[src/rtl/mfz_pkg.sv]
package mfz_pkg;

    typedef enum logic [1:0] {
        ST_IDLE  = 2'd0,
        ST_SHIFT = 2'd1,
        ST_DONE  = 2'd2
    } mfz_state_e;

    localparam int unsigned TAB_MAX_BITS = 4096;
    localparam int unsigned DLY_FIELD    = 8;
    localparam int unsigned DLY_MAX_BITS = 128;

    // digit k of every leaf below each depth-d prefix is identical
    function automatic logic digit_fixed_at(input logic [TAB_MAX_BITS-1:0] tab,
                                            input int n, input int w,
                                            input int k, input int d);
        for (int i = 0; i < (1 << n); i++) begin
            int base;
            base = (i >> (n - d)) << (n - d);
            if (tab[base*w + k] != tab[i*w + k]) return 1'b0;
        end
        return 1'b1;
    endfunction

    function automatic logic [DLY_MAX_BITS-1:0] min_delays(input logic [TAB_MAX_BITS-1:0] tab,
                                                            input int n, input int w);
        logic [DLY_MAX_BITS-1:0] r;
        r = '0;
        for (int k = 0; k < w; k++) begin
            for (int d = n; d >= 0; d--) begin
                if (digit_fixed_at(tab, n, w, k, d)) r[k*DLY_FIELD +: DLY_FIELD] = 8'(d);
            end
        end
        return r;
    endfunction

endpackage

[src/rtl/mfz_seq_ctrl.sv]
module mfz_seq_ctrl
    import mfz_pkg::*;
#(
    parameter int unsigned N_IN = 4,
    localparam int unsigned CW  = $clog2(N_IN + 1)
) (
    input  logic          clk,
    input  logic          rst_n,
    input  logic          start_i,
    input  logic          bit_valid_i,
    output logic          restart_o,
    output logic          accept_o,
    output logic [CW-1:0] cnt_o
);

    mfz_state_e    state_q, state_d;
    logic [CW-1:0] cnt_q, cnt_d;

    always_ff @(posedge clk or negedge rst_n) begin
        if (!rst_n) begin
            state_q <= ST_IDLE;
            cnt_q   <= '0;
        end else begin
            state_q <= state_d;
            cnt_q   <= cnt_d;
        end
    end

    always_comb begin
        state_d   = state_q;
        cnt_d     = cnt_q;
        restart_o = 1'b0;
        accept_o  = 1'b0;
        unique case (state_q)
            ST_IDLE: begin
                if (start_i) begin
                    restart_o = 1'b1;
                    cnt_d     = '0;
                    state_d   = ST_SHIFT;
                end
            end
            ST_SHIFT: begin
                if (start_i) begin
                    restart_o = 1'b1;
                    cnt_d     = '0;
                end else if (bit_valid_i) begin
                    accept_o = 1'b1;
                    cnt_d    = cnt_q + 1'b1;
                    if (cnt_q == CW'(N_IN - 1)) state_d = ST_DONE;
                end
            end
            ST_DONE: begin
                if (start_i) begin
                    restart_o = 1'b1;
                    cnt_d     = '0;
                    state_d   = ST_SHIFT;
                end
            end
            default: state_d = ST_IDLE;
        endcase
    end

    assign cnt_o = cnt_q;

endmodule

[src/rtl/mfz_prefix_tree.sv]
module mfz_prefix_tree #(
    parameter int unsigned N_IN = 4
) (
    input  logic          clk,
    input  logic          rst_n,
    input  logic          restart_i,
    input  logic          accept_i,
    input  logic          bit_i,
    output logic [N_IN:0] next_node_o
);

    logic [N_IN:0] node_q;

    // child of node s on bit b is 2*s + b
    assign next_node_o = {node_q[N_IN-1:0], bit_i};

    always_ff @(posedge clk or negedge rst_n) begin
        if (!rst_n)         node_q <= (N_IN+1)'(1);
        else if (restart_i) node_q <= (N_IN+1)'(1);
        else if (accept_i)  node_q <= next_node_o;
    end

endmodule

[src/rtl/mfz_digit_slot.sv]
module mfz_digit_slot #(
    parameter int unsigned N_IN = 4,
    parameter int unsigned DLY  = 4,
    localparam int unsigned CW    = $clog2(N_IN + 1),
    localparam int unsigned NLEAF = 1 << N_IN,
    localparam int unsigned SH    = N_IN - DLY
) (
    input  logic             clk,
    input  logic             rst_n,
    input  logic             restart_i,
    input  logic             accept_i,
    input  logic [CW-1:0]    cnt_i,
    input  logic [N_IN:0]    next_node_i,
    input  logic [NLEAF-1:0] col_i,
    output logic             dig_o,
    output logic             dig_valid_o
);

    logic [N_IN-1:0] leaf_idx;
    logic            hit;

    // first leaf under the prefix reached by this transition
    assign leaf_idx = N_IN'(next_node_i << SH);
    assign hit      = accept_i && (DLY != 0) &&
                      (cnt_i == CW'((DLY == 0) ? 0 : DLY - 1));

    always_ff @(posedge clk or negedge rst_n) begin
        if (!rst_n) begin
            dig_o       <= 1'b0;
            dig_valid_o <= 1'b0;
        end else if (restart_i) begin
            dig_valid_o <= (DLY == 0);
            dig_o       <= (DLY == 0) ? col_i[0] : 1'b0;
        end else if (hit) begin
            dig_valid_o <= 1'b1;
            dig_o       <= col_i[leaf_idx];
        end
    end

endmodule

[src/rtl/mfz_membership_fsm.sv]
module mfz_membership_fsm #(
    parameter int unsigned N_IN  = 4,
    parameter int unsigned W_OUT = 4,
    parameter logic [(1<<N_IN)*W_OUT-1:0] TABLE = 64'h047B_FFFF_D962_0000,
    parameter logic [mfz_pkg::DLY_MAX_BITS-1:0] DELAYS =
        mfz_pkg::min_delays(mfz_pkg::TAB_MAX_BITS'(TABLE), N_IN, W_OUT)
) (
    input  logic             clk,
    input  logic             rst_n,
    input  logic             start_i,
    input  logic             bit_i,
    input  logic             bit_valid_i,
    output logic [W_OUT-1:0] mu_o,
    output logic [W_OUT-1:0] mu_valid_o
);

    localparam int unsigned CW    = $clog2(N_IN + 1);
    localparam int unsigned NLEAF = 1 << N_IN;

    logic          restart;
    logic          accept;
    logic [CW-1:0] cnt;
    logic [N_IN:0] next_node;

    mfz_seq_ctrl #(.N_IN(N_IN)) u_ctrl (
        .clk        (clk),
        .rst_n      (rst_n),
        .start_i    (start_i),
        .bit_valid_i(bit_valid_i),
        .restart_o  (restart),
        .accept_o   (accept),
        .cnt_o      (cnt)
    );

    mfz_prefix_tree #(.N_IN(N_IN)) u_tree (
        .clk        (clk),
        .rst_n      (rst_n),
        .restart_i  (restart),
        .accept_i   (accept),
        .bit_i      (bit_i),
        .next_node_o(next_node)
    );

    for (genvar k = 0; k < W_OUT; k++) begin : g_digit
        localparam int unsigned DK = int'(DELAYS[k*mfz_pkg::DLY_FIELD +: mfz_pkg::DLY_FIELD]);
        logic [NLEAF-1:0] col;
        for (genvar i = 0; i < NLEAF; i++) begin : g_col
            assign col[i] = TABLE[i*W_OUT + k];
        end
        mfz_digit_slot #(.N_IN(N_IN), .DLY(DK)) u_slot (
            .clk        (clk),
            .rst_n      (rst_n),
            .restart_i  (restart),
            .accept_i   (accept),
            .cnt_i      (cnt),
            .next_node_i(next_node),
            .col_i      (col),
            .dig_o      (mu_o[k]),
            .dig_valid_o(mu_valid_o[k])
        );
    end

endmodule

[config.mk]
export PLATFORM = sky130hd
export DESIGN_NAME = mfz_membership_fsm
export DESIGN_NICKNAME = d
export VERILOG_FILES = /design/src/rtl/mfz_pkg.sv /design/src/rtl/mfz_seq_ctrl.sv /design/src/rtl/mfz_prefix_tree.sv /design/src/rtl/mfz_digit_slot.sv /design/src/rtl/mfz_membership_fsm.sv
export SDC_FILE = /design/constraint.sdc
export NUM_CORES = 1
export LEC_CHECK = 0
export BUFFER_PORTS_ARGS = -buffer_cell sky130_fd_sc_hd__buf_2
export CORE_MARGIN = 3
export CORE_UTILIZATION = 58
export CTS_CLUSTER_SIZE = 28
export DETAILED_ROUTE_END_ITERATION = 8
export HOLD_SLACK_MARGIN = 0.02
export PLACE_DENSITY = 0.79
export SLEW_MARGIN = 20
export SYNTH_ARGS = -nofsm -noshare
export SYNTH_HDL_FRONTEND = slang
export SYNTH_SLANG_ARGS = --single-unit
export TNS_END_PERCENT = 1
[constraint.sdc]
create_clock -name clk -period 3.5 [get_ports clk]
set_input_delay 0.525 -clock clk [delete_from_list [all_inputs] [get_ports clk]]
set_output_delay 0.525 -clock clk [all_outputs]
set_load 0.005 [all_outputs]
# Word-level counts from Yosys, hierarchy flattened
# Memory sizes are Yosys's and may differ from the RTL's.
# Index checks and enable logic that the tools add are counted.
# Widths: inputs -> output; s select.
[word_totals]
register_bits = 14
mem_bits_ro = 48
inputBits = 5
out_inout_bits = 8
elab_cells = 68
n_memories = 4
[memory_table]
columns = ["name", "words", "word_bits", "read_ports", "rd_clocked_by_memory_dff", "wr", "line_no", "rtl"]
rows = [
  ["(no name shown)", 16, 1, 1, 0, 0, "mfz_digit_slot.sv:36", "dig_o <= col_i[leaf_idx];"],
  ["(no name shown)", 16, 1, 1, 0, 0, "mfz_digit_slot.sv:36", ""],
  ["(no name shown)", 8, 1, 1, 0, 0, "mfz_digit_slot.sv:36", ""],
  ["(no name shown)", 8, 1, 1, 0, 0, "mfz_digit_slot.sv:36", ""],
]
[classes]
add_sub_neg = 1
order_cmp = 2
eq_ne = 9
mux = 32
n_reduce_logical = 11
[op_table]
columns = ["op", "n"]
rows = [
  ["$mux 1", 21],
  ["$mux 3", 5],
  ["$lt 4x5->1 const B", 2],
  ["$mux 2", 4],
  ["$reduce_bool 2->1", 4],
  ["$eq 3x2->1 const B", 2],
  ["$pmux 3 s2", 1],
  ["$ne 2x1->1 const B", 2],
  ["$ne 2x2->1 const B", 2],
  ["$pmux 2 s2", 1],
  ["$reduce_and 4->1", 1],
  ["$add 3x1->3 const B", 1],
  ["$ne 3x3->1 const B", 1],
  ["$reduce_and 3->1", 1],
  ["$reduce_or 3->1", 1],
  ["$eq 2x1->1 const B", 1],
  ["$eq 2x2->1 const B", 1],
  ["$logic_and 1x1->1", 2],
  ["$logic_not 2->1", 1],
  ["$reduce_or 2->1", 1],
]

# Depth between registers and ports, before layout
# Gate-level depths: netlist of the first run.
[logic_depth]
depth_word = 6
mapped_depth = 5
depth_no_buf = 5

# Hierarchy
# Synthesis of the first run repeated with hierarchy kept, for this count alone.
[hier_totals]
cells_unflattened = 99
hier_area_um2 = 1216.2
[modules_own_cells]
columns = ["mod", "instances", "cells_each", "area_each_um2", "seq_area_each_um2"]
rows = [
  ["mfz_digit_slot (g_digit[2].u_slot ...)", 2, 15, 221.5, 50.0],
  ["mfz_digit_slot (g_digit[0].u_slot ...)", 2, 13, 153.9, 50.0],
  ["mfz_seq_ctrl", 1, 27, 285.3, 125.1],
  ["mfz_prefix_tree", 1, 14, 172.7, 101.3],
  ["mfz_membership_fsm", 1, 2, 7.5, 0.0],
]

# Worst setup path after synthesis of the first run
# Ideal clock, no wire load.
[synth_path]
kind = "input to register"
startpoint = "in start_i"
endpoint = "reg u_ctrl.cnt_q[0] (netlist: u_ctrl.cnt_o[0])"
setup_ns = 0.125
arrival_ns = 1.198
required_ns = 3.375
setup_slack_ns = 2.177
path_stages = 4
path_buffers = 1
cell_sequence = "and4bb_1 buf_6 nor2_4 mux2_4"
[synth_via]
elab_chain_cells = 2
word_cells_on_any_way = 5
cone_classes = "eq/ne: 2; mux: 2; reduce/logical: 1"
[synth_rtl]
columns = ["item", "line_no", "rtl"]
rows = [
  ["start: declaration", "mfz_membership_fsm.sv:10", "input logic start_i,"],
  ["$ne 3x3->1 (no source line) (tied with other cells)", "-", ""],
  ["$reduce_and 3->1 (no source line) / $pmux 3 s2 (equally long branches)", "-", ""],
  ["end signal: assignment", "mfz_seq_ctrl.sv:25", "cnt_q <= cnt_d;"],
  ["end: declaration", "mfz_seq_ctrl.sv:17", "logic [CW-1:0] cnt_q, cnt_d;"],
]
# Several ways; a longest one is shown, not always the timed one.
# A chain may end at the register's enable or synchronous reset.

# Worst setup path in the final report of the first run
[layout_path]
startpoint = "reg u_ctrl.state_q[0]"
endpoint = "reg u_ctrl.cnt_q[0] (netlist: u_ctrl.cnt_o[0])"
[layout_via]
elab_chain_cells = 4
word_cells_on_any_way = 9
cone_classes = "eq/ne: 4; mux: 1; reduce/logical: 4"
[layout_rtl]
columns = ["item", "line_no", "rtl"]
rows = [
  ["start: declaration", "mfz_seq_ctrl.sv:16", "mfz_state_e state_q, state_d;"],
  ["start signal: assignment", "mfz_seq_ctrl.sv:24", "state_q <= state_d;"],
  ["$eq 2x2->1 / $logic_not 2->1 (equally long branches)", "mfz_seq_ctrl.sv:34", "unique case (state_q)"],
  ["$reduce_or 2->1 (no source line)", "-", ""],
  ["$ne 2x1->1 (no source line) / $reduce_bool 2->1 (equally long branches)", "-", ""],
  ["$reduce_and 3->1 (no source line)", "-", ""],
]
# Several ways; a longest one is shown, not always the timed one.

==> flow_summary.ini, run 1 <==
[synth]
synth_seq_cells = 14
synth_top_cells_by_count = dfrtp_1 (13), nand2_1 (10), buf_4 (9)
synthArstFlopShare = 1.00
yosysMostFrequentCell = dfrtp_1
ys_types = 28
synthesis.nets = 92
yosysTopAreaCell = dfrtp_1
synth_edf_count = 0
synth_top_area_frac = 0.388
synthTopCellsByArea = dfrtp_1 (39%), ha_1 (9.0%), buf_4 (8.1%), mux2i_1 (4.8%), nand2_1 (4.5%)
postSynthCellCount = 81
ys.flop_type = dfrtp_1
synth_area_um2 = 838
seq_area_frac_synth = 0.419
synth_warnings = 0
syn_avg_cell_area_um2 = 10.3

[setup_path]
rr_endpoint = u_ctrl.cnt_o[0]
cp_data_required_time_ns = 3.68
cp_max_fo = 10
arrival_ns = 1.65
crit_end = u_ctrl.cnt_o[0]
r2r_slack_ns = 2.03
worstSetupStartpointType = register
startpoint = u_ctrl.state_q[0]
timing.rr.start = u_ctrl.state_q[0]
worst-setup-path-type = reg -> reg
end_kind = register
ff2ff_path_depth = 3

[die]
rows = 13
core_mm2 = 0.00133
initial_utilization = 0.629
die_h_um = 44.0
ios = 13
dieArea_mm2 = 0.00194
die_width_um = 44.0

[clocking]
cts_tree = done
cts.path.max_buffers = 2
ctsHtreeMaxLevel = 1
ctsHoldBuffers = 0
post_cts_buffers = 0
cts-buffers-inserted = 3
cts_root_buf = clkbuf_4
ctsResizeCount = 0
clkSlewWorstSetupHoldPaths_ns = 0.09
clock_sinks = 14
clk_latency_ns = 0.28

[placed_design]
place_hpwl_um = 975
globalplace.congestion = 0.791
portBuffers = 12
dp.cells = 97

[global_routing]
grt_start_max_net_pins = 15
grt_pass1_vias = 514
grtUsageTotal = 0.173
grt_pass1_wl_um = 2400
antenna_found_initial = 0
gr-total-overflow = 0

[sta]
setup_viol = 0
tns_ns = 0
max_slew_margin = 0.745
rsz0062_at_grt = false
worst_clock_skew_ns = 0.00621
hold_viol = 0
whs_ns = 0.119
worst_slew_pin_slew_ns = 0.382
max_freq_mhz = 678
min_period_over_period = 0.421
drv_slew = 0
fin_crit_ns = 1.47

[route]
routed_wl_um = 1340
drcViolationCount = 0
wl_per_cell_um = 13.3
drtIter0Drc = 8
dr.pass1.iters = 4
ant_nets = 0
num_vias = 551
avgViaCountPerCell = 5.46

[status]
status = finished, final reports clean

[final_layout]
drive_gt1_frac = 0.256
n_antenna_cell = 0
synthToLayoutAreaGrowth_pct = 2.69
fill_cells = 116
instances_no_fill = 101
nNetsFinal = 98
final_util = 0.645

[pwr]
power_mw = 0.332
power_density_mw_per_mm2 = 386
ir_drop_mv = 0.218
power_leakage_nw = 0.453

[min_path]
worstHoldPathType = in -> async

[run]
cap_violations = 0
## placed cells by master (no fill, tap or decap)
cell | Yosys | routed
a211oi_1 | 1 | 1
a21bo_2 | 1 | 1
a21boi_2 | 1 | 1
a21o_1 | 3 | 3
a21oi_1 | 3 | 3
a22o_1 | 3 | 3
and4bb_1 | 1 | 1
buf_2 | 0 | 12
clkbuf_1 | 1 | 1
clkbuf_4 | 0 | 3
dfrtp_1 | 13 | 13
dfstp_2 | 1 | 1
ha_1 | 6 | 6
inv_1 | 6 | 6
mux2_4 | 1 | 1
mux2i_1 | 4 | 4
nand2_1 | 10 | 10
nand2_2 | 1 | 1
nand2b_1 | 1 | 1
nor2_1 | 1 | 1
nor2_4 | 1 | 1
nor2b_1 | 3 | 3
nor3_2 | 1 | 1
o211ai_1 | 2 | 2
o21a_1 | 1 | 1
o21ai_0 | 3 | 3
o22ai_1 | 1 | 1
o32ai_1 | 1 | 1
## cell type report
cell class	count	area (um^2)	area share
Clock buffer	4	26.3	0.0305
Inverter	6	22.5	0.0262
Tap cell	15	18.8	0.0218
Multi-Input combinational cell	50	382	0.443
Sequential cell	14	352	0.408
Timing Repair Buffer	12	60.1	0.0698
## flip-flops by register name, indices dropped and copies added (netlist names)
signal	flops
g_digit.u_slot.dig_o	4
u_tree.node_q	3
g_digit.u_slot.dig_valid_o	2
u_ctrl.cnt_o	3
u_ctrl.state_q	2
## layer usage
| layer | share of wire | vias to the layer above | global-route usage |
|---|---|---|---|
| met2 | 0.42 | 13 | 0.244 |
| met5 | 0 | - | 0 |
| met4 | 0.018 | 0 | 0.0723 |
| met3 | 0.054 | 4 | 0.0488 |
| li1 | - | 276 | - |
| met1 | 0.51 | 258 | 0.249 |
## worst min-delay path by stage
stage,endpoint,cells past startpoint
CTS,u_ctrl.cnt_o[0],1
detailed placement,u_ctrl.state_q[1],1
floorplan,g_digit[0].u_slot.dig_o,0
global placement,u_ctrl.state_q[1],1
global route,u_ctrl.cnt_o[0],1
finish,u_ctrl.cnt_o[0],1
## per-stage QoR
stage	setup slack [ns]	cell area, um^2
2_1_floorplan	2.18	838
3_3_place_gp	1.92	835
3_5_place_dp	1.88	835
4_1_cts	2.05	861
5_1_grt	1.96	861
6_report	2.03	861
## worst max-delay path, cell delays in order (launching register included)
cell	delay, ns
dfrtp_1	0.54
and4bb_1	0.49
nor2_4	0.07
mux2_4	0.26
## power breakdown
part | switching (mW) | internal, mW
clock | 0.0533 | 0.0443
sequential | 0.0119 | 0.172
combinational | 0.0265 | 0.0246
total | 0.0916 | 0.241
## logic make-up (layout without fill, tap and decap cells)
family          count (synthesis)  count (layout)  share of synthesized area
flops                          14              14                      0.419
mux                             5               5                     0.0657
compound gates                 20              20                      0.173
buf+inv                        17              22                      0.125
simple gates                   19              19                      0.127
fa+ha+maj                       6               6                     0.0895
Power figures use the tool's default switching activity.
==> run 2, diff against run 1 <==
Settings changed: CORE_UTILIZATION 58 to 48, PLACE_DENSITY 0.79 to 0.7.
Clock period 3.5 ns to 1.2 ns, I/O delays scaled along.
==> run 2 against run 1 <==
Against the previous run: the flow now finishes with violations (setup timing); sequential share of layout area decreased by 8.8 points; total power increased to 3.3 times the previous value; via count increased by 13%; sequential cell count unchanged; non-clock buffer count increased by 16; core utilization increased by 5.1 points; clock skew increased by 0.00081 ns; die area increased by 18%; first-iteration DRC count increased by 13%; cell count increased by 17%.
==> flow_summary.ini, run 2 (synthesized netlist as in run 1, its figures left out) <==
[route]
dr.pass1.iters = 4
routed_wl_um = 1840
avgViaCountPerCell = 5.29
ant_nets = 0
wl_per_cell_um = 15.6
drcViolationCount = 0
drtIter0Drc = 9
num_vias = 624

[min_path]
worstHoldPathType = in -> reg

[final_layout]
mostFrequentLayoutCell = dfrtp_1
final_cell_mix = dfrtp_1 (13), buf_2 (12), buf_4 (12), nand2_1 (8)
largest-register = g_digit.u_slot.dig_o
nNetsFinal = 114
drive_gt1_frac = 0.480
fill_cells = 108
instances_no_fill = 118
synthToLayoutAreaGrowth_pct = 30.9
largest_reg_flops = 4
n_antenna_cell = 0
seq_area_um2 = 352
multiInputGateArea_um2 = 483

[setup_path]
cpPeakStageDelay_ns = 0.43
crit_slowest_cell = dfrtp_1
worstSetupStartpointType = register
critPathTopFamily = flip-flops
end_kind = register
cp_data_required_time_ns = 1.37
critPathBufInv = 1
cp_cell_sequence = buf_4, a21boi_4, nor2_4, mux2_4
worst-setup-path-type = reg -> reg
arrival_ns = 1.40
cp_max_fo = 5

[die]
ios = 13
initial_utilization = 0.532
rows = 14
die_width_um = 47.8
die_h_um = 47.8
dieArea_mm2 = 0.00228
core_mm2 = 0.00158

[pwr]
combPwrFrac = 0.257
clkPwrFrac = 0.259
power_density_mw_per_mm2 = 994
seqPwrFrac = 0.484
p_sw_mw = 0.312
ir_drop_mv = 0.565
power_leakage_nw = 0.540
sw_frac_of_total = 0.286
p_int_mw = 0.779

[sta]
setup_viol = 1
fin_crit_ns = 1.22
rsz0062_at_grt = true
min_period_over_period = 1.02
max_freq_mhz = 819
drv_slew = 0
whs_ns = 0.227
worst_slew_pin_slew_ns = 0.319
max_slew_margin = 0.787
setup_slack_ns = -0.0212
hold_viol = 0
worst_clock_skew_ns = 0.00702

[placed_design]
place_hpwl_um = 1280
portBuffers = 12
globalplace.congestion = 0.744
dp.cells = 108

[global_routing]
grt_start_max_net_pins = 15
grt_pass1_vias = 635
antenna_found_initial = 0
grt_pass1_wl_um = 2710
grtUsageTotal = 0.181
gr-total-overflow = 0

[clocking]
cts.path.max_buffers = 2
cts-buffers-inserted = 3
clkSlewWorstSetupHoldPaths_ns = 0.09
cts_root_buf = clkbuf_4
ctsHtreeMaxLevel = 1
clk_latency_ns = 0.28
clock_sinks = 14
cts_tree = done

[status]
status = finished with violations
violations = setup timing

[run]
cap_violations = 0
[run 2: changes by cell type in the layout (fill, tap and decap cells not counted), sizes merged]
cell         previous run  this run
buf                    12        27
dlygate4sd3             0         1
[run 2: through the flow]
step	instance area [um^2]	power [mW]	setup slack (ns)	setup TNS [ns]	utilization
floorplan	861	0.669	-0.0114	-0.0162	-
global placement	933	0.732	-0.0125	-0.0134	0.592
global route	1100	1.16	-0.0724	-0.275	0.696
detailed placement	933	0.746	-0.0622	-0.194	0.592
finish	1100	1.09	-0.0212	-0.0212	0.696
CTS	988	1.04	-0.0400	-0.141	0.627
[run 2: final cells by class]
cell class	count	area share
timing repair buffer	28	0.177
tap	16	0.0182
inverter	6	0.0205
clock buffer	4	0.0239
sequential	14	0.320
multi-input combinational	50	0.440
[run 2: metal layers]
layer,GRT usage,wire length (um),vias to the layer above
met5,0,0,-
met4,0.113,32,0
met3,0.0414,46,5
met2,0.314,952,12
met1,0.195,809,298
li1,-,-,309
[run 2: worst paths after layout]
check                                              startpoint                       endpoint  slack [ns]  cells after the start
min in group asynchronous                               rst_n        g_digit[0].u_slot.dig_o        0.33                      2
max in group asynchronous                               rst_n               u_tree.node_q[0]        0.57                      2
worst max register to register              u_ctrl.state_q[1]                u_ctrl.cnt_o[0]       -0.02                      4
worst max-delay path                        u_ctrl.state_q[1]                u_ctrl.cnt_o[0]       -0.02                      4
worst min register to register  g_digit[1].u_slot.dig_valid_o  g_digit[1].u_slot.dig_valid_o        0.50                      1
worst min-delay path                                  start_i              u_ctrl.state_q[1]        0.23                      3
[run 2: power by group through the flow]
stage | Clock, mW | Sequential, mW | Combinational, mW
3_3_place_gp | 0 | 0.531 | 0.200
5_1_grt | 0.316 | 0.533 | 0.307
3_5_place_dp | 0 | 0.534 | 0.212
4_1_cts | 0.290 | 0.524 | 0.225
2_1_floorplan | 0 | 0.528 | 0.141
6_report | 0.282 | 0.528 | 0.280
[run 2: timing repair]
item / in CTS / in global routing
setup buffers: 2 / 3
hold buffers: 1 / 0
gates resized for setup: 3 / 18
pin swaps: 4 / 8
setup endpoints to repair: 6 / 11
endpoints found under the hold margin: 13 / 0
[run 2: tightest hold or removal path, cell delays in order]
cell and delay (ns):
buf_2 0.10, buf_4 0.14, nor2b_1 0.05
